## config.mk

```make
export PLATFORM = sky130hd
export DESIGN_NAME = rtc_alarm_irq
export DESIGN_NICKNAME = d
export VERILOG_FILES = /design/src/rtl/rtc_irq_pkg.sv /design/src/rtl/rtc_irq_alarm_dp.sv /design/src/rtl/rtc_irq_ctrl.sv /design/src/rtl/rtc_alarm_irq.sv
export SDC_FILE = /design/constraint.sdc
export NUM_CORES = 1
export LEC_CHECK = 0
export BUFFER_PORTS_ARGS = -buffer_cell sky130_fd_sc_hd__buf_2
export CORE_MARGIN = 5
export CORE_UTILIZATION = 57
export DETAILED_ROUTE_END_ITERATION = 10
export GPL_ROUTABILITY_DRIVEN = 0
export PLACE_DENSITY = 0.82
export SLEW_MARGIN = 5
export SYNTH_ARGS = -nofsm -noshare
export SYNTH_HDL_FRONTEND = slang
export SYNTH_HIERARCHICAL = 1
export SYNTH_SLANG_ARGS = --single-unit
```

## constraint.sdc

```tcl
create_clock -name clk -period 2 [get_ports clk]
set_clock_uncertainty 0.1 [all_clocks]
set_input_delay 0.3 -clock clk [delete_from_list [all_inputs] [get_ports clk]]
set_output_delay 0.3 -clock clk [all_outputs]
set_load 0.02 [all_outputs]
```

## src/rtl/rtc_irq_pkg.sv

```systemverilog
package rtc_irq_pkg;
  localparam int DataW    = 8;
  localparam int AddrW    = 4;
  localparam int DowW     = 3;
  localparam int NumTicks = 6;

  localparam logic [AddrW-1:0] AddrWMin  = 4'h8;
  localparam logic [AddrW-1:0] AddrWHour = 4'h9;
  localparam logic [AddrW-1:0] AddrWDow  = 4'hA;
  localparam logic [AddrW-1:0] AddrDMin  = 4'hB;
  localparam logic [AddrW-1:0] AddrDHour = 4'hC;
  localparam logic [AddrW-1:0] AddrCtrl  = 4'hE;
  localparam logic [AddrW-1:0] AddrStat  = 4'hF;

  typedef struct packed {
    logic wMin;
    logic wHour;
    logic wDow;
    logic dMin;
    logic dHour;
  } alarmWrT;
endpackage

```

## src/rtl/rtc_irq_alarm_dp.sv

```systemverilog
module rtc_irq_alarm_dp
  import rtc_irq_pkg::*;
(
  input  logic             clk,
  input  logic             rstN,
  input  alarmWrT          strb,
  input  logic [DataW-1:0] wrData,
  input  logic [DowW-1:0]  curDow,
  input  logic [DataW-1:0] curHour,
  input  logic [DataW-1:0] curMin,
  input  logic [AddrW-1:0] rdAddr,
  output logic             weekHit,
  output logic             dayHit,
  output logic [DataW-1:0] rdAlarm
);
  localparam int NumCh = 2;  // channel 0 = daily, 1 = weekly

  logic [DataW-1:0] almMin [NumCh];
  logic [DataW-1:0] almHour[NumCh];
  logic [DowW-1:0]  almDow;
  logic [NumCh-1:0] hmMatch, fullMatch, prevMatch, hitVec;
  logic [NumCh-1:0] wrMinVec, wrHourVec;

  assign wrMinVec  = {strb.wMin, strb.dMin};
  assign wrHourVec = {strb.wHour, strb.dHour};

  for (genvar ch = 0; ch < NumCh; ch++) begin : gChan
    always_ff @(posedge clk or negedge rstN) begin
      if (!rstN) begin
        almMin[ch]  <= '1;
        almHour[ch] <= '1;
      end else begin
        if (wrMinVec[ch])  almMin[ch]  <= wrData;
        if (wrHourVec[ch]) almHour[ch] <= wrData;
      end
    end
    assign hmMatch[ch] = (curMin == almMin[ch]) && (curHour == almHour[ch]);
  end

  always_ff @(posedge clk or negedge rstN) begin
    if (!rstN)          almDow <= '1;
    else if (strb.wDow) almDow <= wrData[DowW-1:0];
  end

  assign fullMatch = {hmMatch[1] && (curDow == almDow), hmMatch[0]};

  always_ff @(posedge clk or negedge rstN) begin
    if (!rstN) prevMatch <= '0;
    else       prevMatch <= fullMatch;
  end

  assign hitVec  = fullMatch & ~prevMatch;
  assign dayHit  = hitVec[0];
  assign weekHit = hitVec[1];

  always_comb begin
    unique case (rdAddr)
      AddrWMin:  rdAlarm = almMin[1];
      AddrWHour: rdAlarm = almHour[1];
      AddrWDow:  rdAlarm = {{(DataW-DowW){1'b0}}, almDow};
      AddrDMin:  rdAlarm = almMin[0];
      AddrDHour: rdAlarm = almHour[0];
      default:   rdAlarm = '0;
    endcase
  end

  // A match has to end before it can begin again
  assert_week_edge_R3: assert property (@(posedge clk) disable iff (!rstN)
    weekHit |=> !weekHit);
  assert_day_edge_R3: assert property (@(posedge clk) disable iff (!rstN)
    dayHit |=> !dayHit);
endmodule

```

## src/rtl/rtc_irq_ctrl.sv

```systemverilog
module rtc_irq_ctrl
  import rtc_irq_pkg::*;
#(
  parameter int PulseCycles = 4
) (
  input  logic                clk,
  input  logic                rstN,
  input  logic                wrEn,
  input  logic [AddrW-1:0]    wrAddr,
  input  logic [DataW-1:0]    wrData,
  input  logic [NumTicks-1:0] periodTicks,
  input  logic                weekHit,
  input  logic                dayHit,
  output alarmWrT             strb,
  output logic                intAN,
  output logic                intBN,
  output logic [DataW-1:0]    ctrlByte,
  output logic [DataW-1:0]    statByte
);
  localparam int CntW = $clog2(PulseCycles + 1);

  logic            wEn, dEn;
  logic [2:0]      perSel;
  logic            flagD, flagW, flagP;
  logic            ctrlWr, statWr, selTick, perHit, pulseMode, levelMode;
  logic [CntW-1:0] pulseCnt;

  assign ctrlWr = wrEn && (wrAddr == AddrCtrl);
  assign statWr = wrEn && (wrAddr == AddrStat);

  always_comb begin
    strb       = '0;
    strb.wMin  = wrEn && (wrAddr == AddrWMin);
    strb.wHour = wrEn && (wrAddr == AddrWHour);
    strb.wDow  = wrEn && (wrAddr == AddrWDow);
    strb.dMin  = wrEn && (wrAddr == AddrDMin);
    strb.dHour = wrEn && (wrAddr == AddrDHour);
  end

  always_ff @(posedge clk or negedge rstN) begin
    if (!rstN) begin
      wEn <= 1'b0; dEn <= 1'b0; perSel <= '0;
    end else if (ctrlWr) begin
      wEn <= wrData[7]; dEn <= wrData[6]; perSel <= wrData[2:0];
    end
  end

  always_comb begin
    unique case (perSel)
      3'd0:       selTick = 1'b0;
      3'd1:       selTick = periodTicks[0];
      3'd2, 3'd3: selTick = periodTicks[1];
      default:    selTick = periodTicks[perSel - 3'd2];
    endcase
  end

  assign pulseMode = (perSel == 3'd1) || (perSel == 3'd2);
  assign levelMode = perSel >= 3'd3;
  assign perHit    = selTick;

  always_ff @(posedge clk or negedge rstN) begin
    if (!rstN) begin
      flagD <= 1'b0; flagW <= 1'b0; flagP <= 1'b0;
    end else begin
      flagD <= dayHit  || (flagD && !(statWr && !wrData[0]));
      flagW <= weekHit || (flagW && !(statWr && !wrData[1]));
      flagP <= perHit  || (flagP && !(statWr && !wrData[2]));
    end
  end

  always_ff @(posedge clk or negedge rstN) begin
    if (!rstN)                  pulseCnt <= '0;
    else if (!pulseMode)        pulseCnt <= '0;
    else if (perHit)            pulseCnt <= CntW'(PulseCycles);
    else if (pulseCnt != '0)    pulseCnt <= pulseCnt - 1'b1;
  end

  assign intBN    = !(wEn && flagW);
  assign intAN    = !((dEn && flagD) || (pulseMode && pulseCnt != '0) || (levelMode && flagP));
  assign ctrlByte = {wEn, dEn, 3'b000, perSel};
  assign statByte = {5'b0, flagP, flagW, flagD};

  assert_week_flag_src_R1: assert property (@(posedge clk) disable iff (!rstN)
    $rose(flagW) |-> $past(weekHit));
  assert_day_flag_src_R2: assert property (@(posedge clk) disable iff (!rstN)
    $rose(flagD) |-> $past(dayHit));
  assert_write_one_keeps_R7: assert property (@(posedge clk) disable iff (!rstN)
    (statWr && wrData[1] && flagW) |=> flagW);
  assert_disable_releases_R8: assert property (@(posedge clk) disable iff (!rstN)
    $fell(wEn) |-> intBN);
  assert_off_no_flag_R9: assert property (@(posedge clk) disable iff (!rstN)
    $rose(flagP) |-> $past(perSel != 3'd0));
  assert_pulse_bound_R10: assert property (@(posedge clk) disable iff (!rstN)
    pulseCnt <= CntW'(PulseCycles));
endmodule

```

## src/rtl/rtc_alarm_irq.sv

```systemverilog
module rtc_alarm_irq
  import rtc_irq_pkg::*;
#(
  parameter int PulseCycles = 4
) (
  input  logic                clk,
  input  logic                rstN,
  input  logic [2:0]          curDow,
  input  logic [7:0]          curHour,
  input  logic [7:0]          curMin,
  input  logic [5:0]          periodTicks,
  input  logic                wrEn,
  input  logic [3:0]          wrAddr,
  input  logic [7:0]          wrData,
  input  logic [3:0]          rdAddr,
  output logic [7:0]          rdData,
  output logic                intAN,
  output logic                intBN
);
  alarmWrT          strb;
  logic             weekHit, dayHit;
  logic [DataW-1:0] rdAlarm, ctrlByte, statByte;

  rtc_irq_ctrl #(.PulseCycles(PulseCycles)) uCtrl (
    .clk(clk), .rstN(rstN), .wrEn(wrEn), .wrAddr(wrAddr), .wrData(wrData),
    .periodTicks(periodTicks), .weekHit(weekHit), .dayHit(dayHit),
    .strb(strb), .intAN(intAN), .intBN(intBN),
    .ctrlByte(ctrlByte), .statByte(statByte)
  );

  rtc_irq_alarm_dp uDp (
    .clk(clk), .rstN(rstN), .strb(strb), .wrData(wrData),
    .curDow(curDow), .curHour(curHour), .curMin(curMin), .rdAddr(rdAddr),
    .weekHit(weekHit), .dayHit(dayHit), .rdAlarm(rdAlarm)
  );

  always_comb begin
    if (rdAddr == AddrCtrl)      rdData = ctrlByte;
    else if (rdAddr == AddrStat) rdData = statByte;
    else                         rdData = rdAlarm;
  end
endmodule

```

# [Word-level counts from Yosys, hierarchy flattened]
# Cells that the tools add are included.
[totals] wordCells=88 output_inout_bits=10 register_bits=48 input_bits=44
[op_classes] n_lt_le_gt_ge=2 eq_ne=23 n_reduce_logical=37 addsub=2 bitwise_logic=2 muxes=9
[ops] op="equality test 4 bit (second input constant)" count=14
[ops] op="case mux 8 bit (5 select lines)" count=1
[ops] op="equality test 8 bit" count=4
[ops] op="logical AND 1 bit" count=20
[ops] op="2-to-1 mux 8 bit" count=2
[ops] op="2-to-1 mux 3 bit" count=3
[ops] op="zero test 1 bit" count=8
[ops] op="equality test 3 x 2 -> 1 bit (second input constant)" count=2
[ops] op="logical OR 1 bit" count=6
[ops] op="< comparator 3 x 4 -> 1 bit (second input constant)" count=1
[ops] op="binary-select mux 1 bit (select 3 bit)" count=1
[ops] op="equality test 3 x 1 -> 1 bit (second input constant)" count=1
[ops] op="equality test 3 bit" count=1
[ops] op=">= comparator 3 x 2 -> 1 bit (second input constant)" count=1
[ops] op="zero test 3 bit" count=1
[ops] op="inequality test 3 x 2 -> 1 bit (second input constant)" count=1
[ops] op="case mux 1 bit (3 select lines)" count=1
[ops] op="nonzero test 3 bit" count=1
[ops] op="subtractor 3 x 1 -> 3 bit (second input constant)" count=1
[ops] op="subtractor 3 x 2 -> 3 bit (second input constant)" count=1
[ops] op="bitwise AND 2 bit" count=1
[ops] op="NOT 2 bit" count=1
[ops] op="OR reduction 2 bit" count=1
[ops] op="2-to-1 mux 1 bit" count=1

# [Logic depth before layout (Yosys ltp)]
[depth] ltp_word=6 depth_mapped=7 ltp_nobuf=6

# [By module]
# The synthesis kept the hierarchy.
[modules_own_cells] mod="rtc_irq_alarm_dp" cells_per_inst=167 instances=1 area_per_inst_um2=2097.0 seq_area_each_um2=969.7
[modules_own_cells] mod="rtc_irq_ctrl" cells_per_inst=90 instances=1 area_per_inst_um2=810.8 seq_area_each_um2=275.3
[modules_own_cells] mod="rtc_alarm_irq" cells_per_inst=30 instances=1 area_per_inst_um2=265.3 seq_area_each_um2=0.0

# [Least setup slack after synthesis]
# OpenSTA, ideal clock, no wires.
[synth_timing] path_type="register -> output" start="register uCtrl.perSel[2]" end="output port intAN" path_buffers=0 path_stages_with_launch=7 required_ps=1600 slack_ps=-55 arrival_ps=1655 path_cell_list="dfrtp_1 inv_1 ha_1 nor2b_1 a21oi_1 nor2_1 a221oi_1"
[synth_via] elab_chain_cells=6 elab_cells_between_ends=9 cone_classes="order compare: 1; eq/ne: 2; reduce/logical: 6"
[synth_lines] item="from (decl)" line="rtc_irq_ctrl.sv:23" source="logic [2:0] perSel;"
[synth_lines] item="from (signal assigned)" line="rtc_irq_ctrl.sv:44" source="wEn <= wrData[7]; dEn <= wrData[6]; perSel <= wrData[2:0];"
[synth_lines] item="parallel branches: the longest is 4 deep, another holds >= comparator 3 x 2 -> 1 bit"
[synth_lines] item="logical OR 1 bit *" line="rtc_irq_ctrl.sv:79" source="assign intAN = !((dEn && flagD) || (pulseMode && pulseCnt != '0) || (levelMode && flagP));"
[synth_lines] item="zero test 1 bit *" line="rtc_irq_ctrl.sv:79"
[synth_lines] item="to (decl)" line="rtc_alarm_irq.sv:17" source="output logic intAN,"
# Every way passes the cells marked *.

# [Worst setup path in the final report]
[layout_timing] start="register uDp/almMin[10] in the netlist's numbering" end="output port rdData[2]"
[layout_via] elab_chain_cells=3
[layout_lines] item="from (decl)" line="rtc_irq_alarm_dp.sv:18" source="logic [DataW-1:0] almMin [NumCh];"
[layout_lines] item="from (signal, indexed assignment)" line="rtc_irq_alarm_dp.sv:33" source="if (wrMinVec[ch]) almMin[ch] <= wrData;"
[layout_lines] item="case mux 8 bit (5 select lines)" line="rtc_irq_alarm_dp.sv:57" source="unique case (rdAddr)"
[layout_lines] item="via rdAlarm[2]" line="rtc_alarm_irq.sv:22" source="logic [DataW-1:0] rdAlarm, ctrlByte, statByte;"
[layout_lines] item="2-to-1 mux 8 bit" line="rtc_alarm_irq.sv:39" source="else if (rdAddr == AddrStat) rdData = statByte;"
[layout_lines] item="2-to-1 mux 8 bit" line="rtc_alarm_irq.sv:38" source="if (rdAddr == AddrCtrl) rdData = ctrlByte;"
[layout_lines] item="to (decl)" line="rtc_alarm_irq.sv:16" source="output logic [7:0] rdData,"
# The timed path passes the listed nets, and every way through them passes these cells.

==> load_flow_metrics.sql <==
INSERT INTO impl_metrics (metric_group, metric, value, unit) VALUES
('timing', 'hold-worst-slack', '0.182', 'ns'),
('timing', 'report.final.setup_viol', '4', ''),
('placed_design', 'post-dp-hpwl', '5920', 'um'),
('job', 'cap_violations', '0', ''),
('worst_setup_path', 'timing.critical_path.required', '1.60', 'ns'),
('timing', 'period_minus_slack', '2.29', 'ns'),
('route', 'avgViaCountPerCell', '5.64', ''),
('route', 'drt-met1-wl', '3420', 'um'),
('timing', 'setup_tns', '-0.888', 'ns'),
('final_layout', 'antenna_cells_inserted', '0', ''),
('synthesis', 'yosys.cell_types.count', '42', ''),
('cts', 'tritoncts', 'built', ''),
('cts', 'clock_latency_on_the_worst_skew_pair', '0.30', 'ns'),
('route', 'number_of_drc_violations_after_detailed_routing', '0', ''),
('synthesis', 'syn_avg_cell_area', '11.1', 'um2'),
('cts', 'clockRootBuffer', 'sky130_fd_sc_hd__clkbuf_8', ''),
('route', 'dr_wl_met2', '3830', 'um'),
('pwr', 'vdd_ir_drop_max', '0.610', 'mV'),
('worst_setup_path', 'critPathLaunchType', 'register', ''),
('synthesis', 'share_of_async_settable_or_async_resettable_flops_after_synthesis', '100', '%'),
('final_layout', 'area_growth_syn_to_layout', '20.1', '%'),
('pwr', 'clock_power_share', '22.8', '%'),
('route', 'ant_nets', '0', ''),
('cts', 'path_clk_slew', '0.08', 'ns'),
('global_route', 'grt_max_degree', '22', ''),
('global_route', 'first_global_vias', '2547', ''),
('floorplanning', 'initial_standard_cell_utilization_of_the_core', '58.0', '%'),
('placed_design', 'dp_slack', '-0.130', 'ns'),
('pwr', 'report.power.total', '0.00357', 'W'),
('pwr', 'internal-power', '0.00248', 'W'),
('run_status', 'violations', 'setup timing', ''),
('floorplanning', 'std_cell_rows', '27', ''),
('final_layout', 'drive_gt1_share', '52.5', '%'),
('final_layout', 'finalNetCount', '406', ''),
('floorplanning', 'core_area', '0.00547', 'mm2'),
('placed_design', 'numPlacedInstances', '408', ''),
('floorplanning', 'pin_count', '54', ''),
('timing', 'fin_crit_sh', '114', '%'),
('cts', 'cts_max_path_buffers', '2', ''),
('synthesis', 'postSynthCellCount', '287', ''),
('timing', 'worst_slew_pin_slew', '0.519', 'ns'),
('synthesis', 'yosys_warnings', '6', ''),
('floorplanning', 'floorplan.die_area', '0.00716', 'mm2'),
('final_layout', 'layout_commonest_cell', 'sky130_fd_sc_hd__buf_2', ''),
('worst_setup_path', 'worst-setup-path-type', 'reg -> out', ''),
('route', 'post_drt_wl_per_cell', '18.3', 'um'),
('final_layout', 'filler_cell_count', '411', ''),
('pwr', 'seq_power_share', '42.7', '%'),
('cts', 'tritoncts_num_sinks', '48', ''),
('run_status', 'status', 'finished with violations', ''),
('worst_setup_path', 'worst-endpoint-arrival', '1.89', 'ns'),
('global_route', 'grt_antenna_before_repair', '0', ''),
('timing', 'final_report_hold_violation_count', '0', ''),
('pwr', 'leakage_dissipation', '1.63', 'nW'),
('synthesis', 'postSynth.topFlopCell', 'sky130_fd_sc_hd__dfstp_2', ''),
('global_route', 'grt-ovfl-total', '0', ''),
('final_layout', 'finalNonFillerCells', '432', ''),
('worst_setup_path', 'critPathCaptureType', 'output pin', ''),
('pwr', 'p_sw', '0.00109', 'W'),
('route', 'drt_first_pass_iters', '4', ''),
('pwr', 'share_comb_of_total_power', '34.5', '%'),
('timing', 'highest_clock_rate', '437', 'MHz'),
('timing', 'max-slew-margin-rel', '65.1', '%'),
('timing', 'layout_setup_ws', '-0.287', 'ns'),
('synthesis', 'yosys_reg_bits', '48', ''),
('cts', 'h-tree-depth', '2', ''),
('placed_design', 'port_buffers', '53', ''),
('floorplanning', 'die_w', '84.6', 'um'),
('global_route', 'global_route.usage.total', '22.7', '%'),
('pwr', 'power.density', '938', 'mW/mm2'),
('synthesis', 'synth-edff-count', '0', '');
==> worst paths after layout <==
path,startpoint,slack [ns],cells after the start,end
min,wrData[3],0.18,2,uDp/almHour[3]$_DFFE_PN1P_
min in group asynchronous,rstN,0.34,2,uCtrl/pulseCnt[1]$_DFFE_PN0P_
max,uDp/almMin[10]$_DFFE_PN1P_,-0.29,7,rdData[2]
max in group asynchronous,rstN,0.83,3,uDp/almHour[15]$_DFFE_PN1P_
min reg2reg,uDp/prevMatch[0]$_DFF_PN0_,0.43,2,uCtrl/flagD$_DFF_PN0_
max reg2reg,uDp/almHour[11]$_DFFE_PN1P_,0.13,7,uCtrl/flagD$_DFF_PN0_
==> layer usage <==
| metal | GRT usage [%] | vias up |
|---|---|---|
| met5 | 0 | - |
| met4 | 7.63 | 0 |
| met3 | 4.51 | 9 |
| met2 | 36.7 | 86 |
| met1 | 30.4 | 1188 |
| li1 | - | 1152 |
==> critical path: stages, from the launching register on <==
cell                      delay [ns]
sky130_fd_sc_hd__dfstp_2        0.38
sky130_fd_sc_hd__mux4_2         0.46
sky130_fd_sc_hd__nor2b_1        0.15
sky130_fd_sc_hd__a31oi_1        0.15
sky130_fd_sc_hd__nor2b_1        0.06
sky130_fd_sc_hd__a31oi_1        0.18
sky130_fd_sc_hd__a21oi_2        0.05
sky130_fd_sc_hd__buf_4          0.16
==> Yosys cell counts (all sizes together), types with 6 or more instances <==
| cell type | n | area (um2) |
|---|---|---|
| mux2 | 40 | 454 |
| dfstp | 35 | 920 |
| buf | 23 | 184 |
| xor2 | 19 | 166 |
| mux2i | 17 | 170 |
| xnor2 | 17 | 149 |
| dfrtp | 13 | 325 |
| nand2 | 13 | 48.8 |
| a21oi | 12 | 97.6 |
| a31oi | 11 | 68.8 |
| nor2 | 11 | 41.3 |
| o21ai | 10 | 50.1 |
| nor2b | 9 | 56.3 |
| nor3 | 6 | 30.0 |
| nor4 | 6 | 37.5 |
==> power groups by stage <==
stage	clock network (W)	registers [W]	logic (W)
4_1_cts	0.000825	0.00151	0.00115
6_report	0.000817	0.00153	0.00123
2_1_floorplan	0	0.00145	0.000792
3_3_place_gp	0	0.00154	0.000990
3_5_place_dp	0	0.00155	0.00103
5_1_grt	0.000859	0.00155	0.00134
==> repair_timing <==
item,in CTS,in global routing
resized for setup,14,11
endpoints found under the setup margin,6,9
pin swaps,2,2
endpoints found under the hold margin,11,0
buffers inserted,10,5
hold buffers,1,0
==> registers in the layout, summed over array words and instances (netlist names) <==
| signal | flops |
|---|---|
| uCtrl/flagW | 1 |
| uDp/prevMatch | 2 |
| uCtrl/dEn | 1 |
| uDp/almDow | 3 |
| uCtrl/flagP | 1 |
| uDp/almMin | 16 |
| uCtrl/pulseCnt | 3 |
| uDp/almHour | 16 |
| uCtrl/flagD | 1 |
| uCtrl/wEn | 1 |
| uCtrl/perSel | 3 |
==> area by class of cell <==
cell class	count	area, um2	area share, %
timing repair buffer	86	559	14.7
clock buffer	6	72.6	1.90
tap	72	90.1	2.36
inverter	4	15.0	0.394
multi-input combinational	214	1770	46.4
clock inverter	2	60.1	1.58
sequential	48	1240	32.7
==> kinds of logic (layout without fill, tap and decap cells) <==
| kind of cell | after synthesis | in the layout | synth area share, % |
|---|---|---|---|
| fa+ha+maj | 3 | 3 | 1.18 |
| xor+xnor | 36 | 36 | 9.94 |
| compound gates | 42 | 42 | 9.74 |
| other cells | 1 | 8 | 0.118 |
| mux | 60 | 60 | 21.8 |
| buf+inv | 32 | 98 | 6.86 |
| simple gates | 65 | 65 | 11.1 |
| flops | 48 | 48 | 39.2 |
==> stage by stage <==
step | util (%) | instance area, um2
after global placement | 63.7 | 3490
after detailed placement | 63.7 | 3490
after CTS | 68.4 | 3740
after floorplan | - | 3210
after global routing | 69.7 | 3810
final | 69.7 | 3810
No activity file was read; power rests on OpenSTA's default activity.
